--- config.mk ---
export PLATFORM = sky130hd
export DESIGN_NAME = vec_minmax_reduce
export DESIGN_NICKNAME = d
export VERILOG_FILES = /design/src/rtl/vmr_pkg.sv /design/src/rtl/vmr_stage.sv /design/src/rtl/vmr_ctrl.sv /design/src/rtl/vmr_datapath.sv /design/src/rtl/vec_minmax_reduce.sv
export SDC_FILE = /design/constraint.sdc
export NUM_CORES = 1
export LEC_CHECK = 0
export ABC_AREA = 1
export BUFFER_PORTS_ARGS = -buffer_cell sky130_fd_sc_hd__buf_2
export CORE_MARGIN = 10
export CORE_UTILIZATION = 40
export DETAILED_ROUTE_END_ITERATION = 6
export GPL_TIMING_DRIVEN = 0
export SLEW_MARGIN = 25
export SYNTH_ARGS = -nofsm -noshare
export SYNTH_HDL_FRONTEND = slang
export SYNTH_HIERARCHICAL = 1
export SYNTH_SLANG_ARGS = --single-unit
export TNS_END_PERCENT = 1
--- constraint.sdc ---
create_clock -name clk -period 3.8 [get_ports clk]
set_clock_uncertainty 0.05 [all_clocks]
set_input_delay 0.57 -clock clk [delete_from_list [all_inputs] [get_ports clk]]
set_output_delay 0.57 -clock clk [all_outputs]
set_load 0.02 [all_outputs]
--- src/rtl/vmr_pkg.sv ---
package vmr_pkg;
  localparam int EXP_W = 8;
  localparam int MAN_W = 23;
  localparam int FW = EXP_W + MAN_W + 1;
  localparam int LANES = 4;
  localparam int QBIT = MAN_W - 1;

  typedef logic [FW-1:0] fp_t;

  typedef struct packed {
    logic loadMid;
    logic doneStb;
  } strobe_t;

  function automatic logic isNan(input fp_t x);
    return (&x[FW-2:MAN_W]) && (|x[MAN_W-1:0]);
  endfunction

  function automatic logic isSnan(input fp_t x);
    return isNan(x) && !x[QBIT];
  endfunction

  function automatic fp_t quietOf(input fp_t x);
    fp_t q;
    q = x;
    q[QBIT] = 1'b1;
    return q;
  endfunction

  // Sign-magnitude ordering folded into an unsigned key (-0 below +0)
  function automatic fp_t orderKey(input fp_t x);
    fp_t k;
    if (x[FW-1]) begin
      k = ~x;
    end else begin
      k = x;
      k[FW-1] = 1'b1;
    end
    return k;
  endfunction
endpackage

--- src/rtl/vmr_stage.sv ---
module vmr_stage
  import vmr_pkg::*;
(
  input  fp_t  opA,
  input  fp_t  opB,
  input  logic pickMax,
  input  logic assoc,
  output fp_t  res
);
  logic aNan, bNan;
  fp_t qa, qb, ka, kb;
  logic takeA;

  always_comb begin
    aNan = isNan(opA);
    bNan = isNan(opB);
    qa = quietOf(opA);
    qb = quietOf(opB);
    ka = (aNan && bNan) ? orderKey(qa) : orderKey(opA);
    kb = (aNan && bNan) ? orderKey(qb) : orderKey(opB);
    takeA = pickMax ? (ka >= kb) : (ka <= kb);
    if (aNan && bNan) begin
      res = takeA ? qa : qb;
    end else if (aNan) begin
      res = (!assoc && isSnan(opA)) ? qa : opB;
    end else if (bNan) begin
      res = (!assoc && isSnan(opB)) ? qb : opA;
    end else begin
      res = takeA ? opA : opB;
    end
  end
endmodule

--- src/rtl/vmr_ctrl.sv ---
module vmr_ctrl #(
  parameter bit PIPE = 1'b1
) (
  input  logic clk,
  input  logic rstN,
  input  logic inValid,
  output vmr_pkg::strobe_t strb
);
  logic doneQ;

  generate
    if (PIPE) begin : g_reg
      always_ff @(posedge clk) begin
        if (!rstN) doneQ <= 1'b0;
        else doneQ <= inValid;
      end
    end else begin : g_comb
      assign doneQ = inValid;
    end
  endgenerate

  assign strb.loadMid = inValid;
  assign strb.doneStb = doneQ;
endmodule

--- src/rtl/vmr_datapath.sv ---
module vmr_datapath
  import vmr_pkg::*;
#(
  parameter bit PIPE = 1'b1
) (
  input  logic clk,
  input  logic rstN,
  input  strobe_t strb,
  input  logic [LANES*FW-1:0] vecIn,
  input  logic selMax,
  input  logic assocMode,
  output fp_t  resOut,
  output logic invalidOut
);
  localparam int PAIRS = LANES / 2;

  fp_t  part    [PAIRS];
  fp_t  midPart [PAIRS];
  logic midMax, midAssoc, midInv;
  logic snanAny;
  fp_t  finalRes;

  always_comb begin
    snanAny = 1'b0;
    for (int k = 0; k < LANES; k++) begin
      snanAny = snanAny | isSnan(vecIn[k*FW +: FW]);
    end
  end

  generate
    for (genvar g = 0; g < PAIRS; g++) begin : g_lvl1
      vmr_stage u_stage (
        .opA(vecIn[(2*g)*FW +: FW]),
        .opB(vecIn[(2*g+1)*FW +: FW]),
        .pickMax(selMax),
        .assoc(assocMode),
        .res(part[g])
      );
    end

    if (PIPE) begin : g_mid
      always_ff @(posedge clk) begin
        if (!rstN) begin
          for (int k = 0; k < PAIRS; k++) midPart[k] <= '0;
          midMax <= 1'b0;
          midAssoc <= 1'b0;
          midInv <= 1'b0;
        end else if (strb.loadMid) begin
          for (int k = 0; k < PAIRS; k++) midPart[k] <= part[k];
          midMax <= selMax;
          midAssoc <= assocMode;
          midInv <= snanAny;
        end
      end
    end else begin : g_nomid
      always_comb begin
        for (int k = 0; k < PAIRS; k++) midPart[k] = part[k];
        midMax = selMax;
        midAssoc = assocMode;
        midInv = snanAny;
      end
    end
  endgenerate

  vmr_stage u_lvl2 (
    .opA(midPart[0]),
    .opB(midPart[1]),
    .pickMax(midMax),
    .assoc(midAssoc),
    .res(finalRes)
  );

  assign resOut = finalRes;
  assign invalidOut = midInv;


  assoc_num_wins_chk: assert property (@(posedge clk) disable iff (!rstN)
    (strb.doneStb && midAssoc && (!isNan(midPart[0]) || !isNan(midPart[1])))
      |-> !isNan(finalRes));


  nan_quiet_chk: assert property (@(posedge clk) disable iff (!rstN)
    (strb.doneStb && isNan(finalRes)) |-> finalRes[QBIT]);


  max_bound_chk: assert property (@(posedge clk) disable iff (!rstN)
    (strb.doneStb && midMax && !isNan(midPart[0]) && !isNan(midPart[1]))
      |-> (orderKey(finalRes) >= orderKey(midPart[0])) &&
          (orderKey(finalRes) >= orderKey(midPart[1])));


  min_bound_chk: assert property (@(posedge clk) disable iff (!rstN)
    (strb.doneStb && !midMax && !isNan(midPart[0]) && !isNan(midPart[1]))
      |-> (orderKey(finalRes) <= orderKey(midPart[0])) &&
          (orderKey(finalRes) <= orderKey(midPart[1])));
endmodule

--- src/rtl/vec_minmax_reduce.sv ---
module vec_minmax_reduce
  import vmr_pkg::*;
#(
  parameter bit PIPE = 1'b1
) (
  input  logic clk,
  input  logic rstN,
  input  logic inValid,
  input  logic selMax,
  input  logic assocMode,
  input  logic [LANES*FW-1:0] vecIn,
  output logic [FW-1:0] resOut,
  output logic invalidOut,
  output logic doneOut
);
  strobe_t strb;

  vmr_ctrl #(.PIPE(PIPE)) u_ctrl (
    .clk(clk),
    .rstN(rstN),
    .inValid(inValid),
    .strb(strb)
  );

  vmr_datapath #(.PIPE(PIPE)) u_dp (
    .clk(clk),
    .rstN(rstN),
    .strb(strb),
    .vecIn(vecIn),
    .selMax(selMax),
    .assocMode(assocMode),
    .resOut(resOut),
    .invalidOut(invalidOut)
  );

  assign doneOut = strb.doneStb;
endmodule

==> metrics.md <==
| Metric | Value |
|---|---|
| Net Count, Synth | 2360 |
| GRT Overall Usage | 0.246 |
| Post-synthesis sequential area ratio | 0.147 |
| Post-Syn Area per Cell | 6.37 um^2 |
| Synth warn | 6 |
| Synth Flop Type | edfxtp_1 |
| Vias | 15467 |
| Final net count | 2556 |
| Clock slew at reported path FFs | 0.06 ns |
| Crit end category | primary output |
| Worst-path fanout max | 10 |
| Top post-synthesis cells by area | edfxtp_1, nand2_1, ha_1 |
| Final GP Congestion | 0.958 |
| Worst slew pin tran | 0.945 ns |
| First-pass GRT wire length | 82900 um |
| Worst Path Arrival | 3.60 ns |
| Register bit total from synthesis | 68 |
| PwrDens | 322 nW/um^2 |
| TritonCTS buffer count | 9 |
| Ys async rst share | 0 |
| RSZ-0062 raised after global routing | true |
| Synthesized instance count | 2131 |
| Number of H-tree levels | 3 |
| Clock power share | 0.168 |
| CTS root buffer | clkbuf_16 |
| Fin crit share | 1.11 |
| Initial Util | 0.405 |
| Cell Count, Final, Fillers Out | 2781 |
| Leak pwr | 0.00751 uW |
| Core area | 33500 um^2 |
| Detailed Place HPWL | 41700 um |
| Largest net degree at the start of global routing | 41 |
| Minimum clock period | 4.22 ns |
| Status | finished with violations |
| Clock Latency Late Sink | 0.33 ns |
| Critical Path Sink | resOut[26] |
| Final Max Tran Viols | 0 |
| CTS tree | built |
| Avg Vias per Cell | 5.56 |
| NetSw | 2400 uW |
| Crit path kind | reg2out |
| Vias in the first global route | 14567 |
| Yosys top cell by area | edfxtp_1 |
| CTS Hold Bufs | 0 |
| Yosys top cell area share | 0.142 |
| Hold Path Depth | 3 |
| Max VDD drop | 0.000274 V |
| Post-DRT Antenna Nets | 0 |
| Setup crit start | u_dp/midPart[0][31]$_SDFFCE_PN0P_ |
| Cells on worst reg2reg path | 2 |
| Bufs on Longest Clock Path | 2 |
| Port Buffers | 164 |
| Synth-to-Final Area Change | 17.4% |
| Max-capacitance violation count | 0 |
| Initial antenna violation count | 3 |
| Initial DRC Count | 1614 |
| First-pass DRT Iterations | 6 |
| Dpl ws | -0.764 ns |
| Setup ws final | -0.421 ns |
| Ports | 167 |
| Placed Cells | 2744 |
| Hold_ws | 0.391 ns |
| Worst r2r src | u_dp/midAssoc$_SDFFE_PN0P_ |
| Reg-to-reg endpoint | u_dp/midAssoc$_SDFFE_PN0P_ |
| Startpoint class of the critical path | register |
| Seq pwr share | 0.205 |
| HP Start | inValid |
| Hold/Removal Path Class | in2reg |
| Rows | 67 |
| Die footprint | 41700 um^2 |
| Failing checks | setup timing |
| Max Fclk | 0.237 GHz |
| Comb pwr share | 0.626 |
| Chip height | 204 um |
| Max stage delay on crit path | 0.42 ns |
| GRT overflow | 0 |
| Post-Route WL | 53500 um |
| Switch share | 0.469 |
| Share of cells above drive strength 1 | 0.216 |
| Drt wl/cell | 19.2 um |
| Post-Syn Area | 13600 um^2 |
| Final Hold Fails | 0 |
| Critical Path RT | 3.18 ns |
| Critical path, cell by cell | clkbuf_1 -> buf_2 -> xor2_1 -> ha_1 -> nand2_1 -> nor2_1 -> nand4_1 -> a21oi_1 -> nor2_2 -> nand2_2 -> nand2_2 -> nand3_4 -> clkbuf_8 -> o21ai_2 -> o21ai_2 -> buf_6 |
| Horiz. Die Dim | 204 um |
| Internal | 2730 uW |
| Headroom to the max-slew limit | 0.370 |
| Detailed-route DRC error count | 0 |
| Clk sinks | 68 |
| Final setup fails | 32 |
| Filler cells | 3567 |
| Synth unique cells | 43 |
| Post-synth EDFFs | 64 |
| CP max stage cell | buf_2 |
| Reg2Reg Setup Slack | 2.96 ns |
synthesized netlist by cell type, types with 9 or more instances:
cell type and instances:
nand4_1 48, a22o_1 83, a21oi_1 42, ha_1 96, buf_1 14, o21ai_1 25, o21ai_2 134, nor3_1 9
nor2_1 245, o22ai_1 9, nand2_2 9, buf_2 33, o21ai_0 199, clkbuf_1 61, nor2_2 11, nand2_1 509
edfxtp_1 64, nand3_1 44, inv_2 9, xnor2_1 90, xor2_1 96, nor4_1 11, inv_1 231
worst max-delay path: cells and delay by family, from the launching register on:
kind                     cells  cell delay [ns]
adder cells (fa/ha/maj)      1             0.30
AND/OR/NAND/NOR              7             0.80
XOR/XNOR                     1             0.12
AO/OA/AOI/OAI                3             0.53
flip-flops                   1             0.33
buffers and inverters        4             1.17
stage by stage:
step / cell area [um^2] / utilization / setup TNS, ns / total power, uW
floorplan: 13600 / - / 0 / 2970
global placement: 15000 / 0.446 / -39.69 / 3830
finish: 15900 / 0.475 / -11.20 / 5130
detailed placement: 15000 / 0.447 / -43.55 / 3880
CTS: 15800 / 0.470 / -11.94 / 5030
global route: 15900 / 0.475 / -19.95 / 5510
cell families (layout without fill, tap and decap cells):
logic type / Yosys count / after routing / synth area share
and+or+nand+nor: 905 / 905 / 0.277
AOI/OAI and AO/OA: 507 / 507 / 0.251
buffers and inverters: 369 / 570 / 0.116
xor gates and xnor gates: 186 / 186 / 0.120
adders and majority gates: 96 / 96 / 0.0885
DFF: 68 / 68 / 0.147
other: 0 / 1 / 0
area by class of cell:
| cell class | instances | area, um^2 | area share |
|---|---|---|---|
| plain buffers | 128 | 783 | 0.0491 |
| flip-flops and latches | 68 | 2000 | 0.126 |
| multi-input cells | 1694 | 10300 | 0.645 |
| clock buffers | 9 | 225 | 0.0141 |
| repair buffers | 185 | 1100 | 0.0693 |
| well taps | 448 | 561 | 0.0352 |
| clock inverters | 7 | 81.3 | 0.00510 |
| inverters | 241 | 905 | 0.0567 |
| diodes | 1 | 2.50 | 0.000157 |
power by group through the flow:
| stage | Clock [uW] | Combinational, uW | Sequential [uW] |
|---|---|---|---|
| 2_1_floorplan | 0 | 1970 | 1000 |
| 3_3_place_gp | 0 | 2750 | 1080 |
| 3_5_place_dp | 0 | 2810 | 1070 |
| 4_1_cts | 882 | 3100 | 1050 |
| 5_1_grt | 922 | 3520 | 1060 |
| 6_report | 863 | 3210 | 1050 |
state kept, by name (all words and copies together), names as in the netlist:
register / count
u_ctrl/doneQ: 1
u_dp/invalidOut: 1
u_dp/midAssoc: 1
u_dp/midMax: 1
u_dp/midPart: 64
worst min path at each step:
stage | to | slack, ns
floorplan | u_dp/midMax$_SDFFE_PN0P_ | 0.42
global placement | u_dp/invalidOut$_SDFFE_PN0P_ | 0.41
detailed placement | u_dp/invalidOut$_SDFFE_PN0P_ | 0.41
CTS | u_ctrl/doneQ$_SDFF_PN0_ | 0.38
global route | u_ctrl/doneQ$_SDFF_PN0_ | 0.41
finish | u_ctrl/doneQ$_SDFF_PN0_ | 0.39
metal layers:
| layer | vias to the layer above | track usage | part of all wire |
|---|---|---|---|
| li1 | 7420 | - | - |
| met1 | 7244 | 0.356 | 0.46 |
| met2 | 732 | 0.365 | 0.43 |
| met3 | 67 | 0.0502 | 0.092 |
| met4 | 4 | 0.0585 | 0.018 |
| met5 | - | 0 | 0.00039 |
layout by cell type (no fill, tap or decap), types with 9 or more instances in the layout:
cell type / netlist / final
a21oi_1: 42 / 39
a22o_1: 83 / 83
buf_2: 33 / 167
buf_4: 4 / 42
buf_6: 6 / 24
clkbuf_1: 61 / 56
clkbuf_16: 0 / 9
edfxtp_1: 64 / 64
ha_1: 96 / 96
inv_1: 231 / 229
inv_2: 9 / 11
nand2_1: 509 / 498
nand2_2: 9 / 16
nand3_1: 44 / 38
nand4_1: 48 / 48
nor2_1: 245 / 232
nor2_2: 11 / 20
o21ai_0: 199 / 182
o21ai_1: 25 / 23
o21ai_2: 134 / 153
o22ai_1: 9 / 9
xnor2_1: 90 / 90
xor2_1: 96 / 96
what timing repair did:
action | in CTS | in global routing
endpoints found under the hold margin | 0 | 0
pin swaps | 25 | 12
resized for setup | 115 | 59
buffers inserted | 17 | 1
endpoints found under the setup margin | 62 | 95
cloned | 2 | 0
Note: power is estimated with default switching activity, not from simulation.
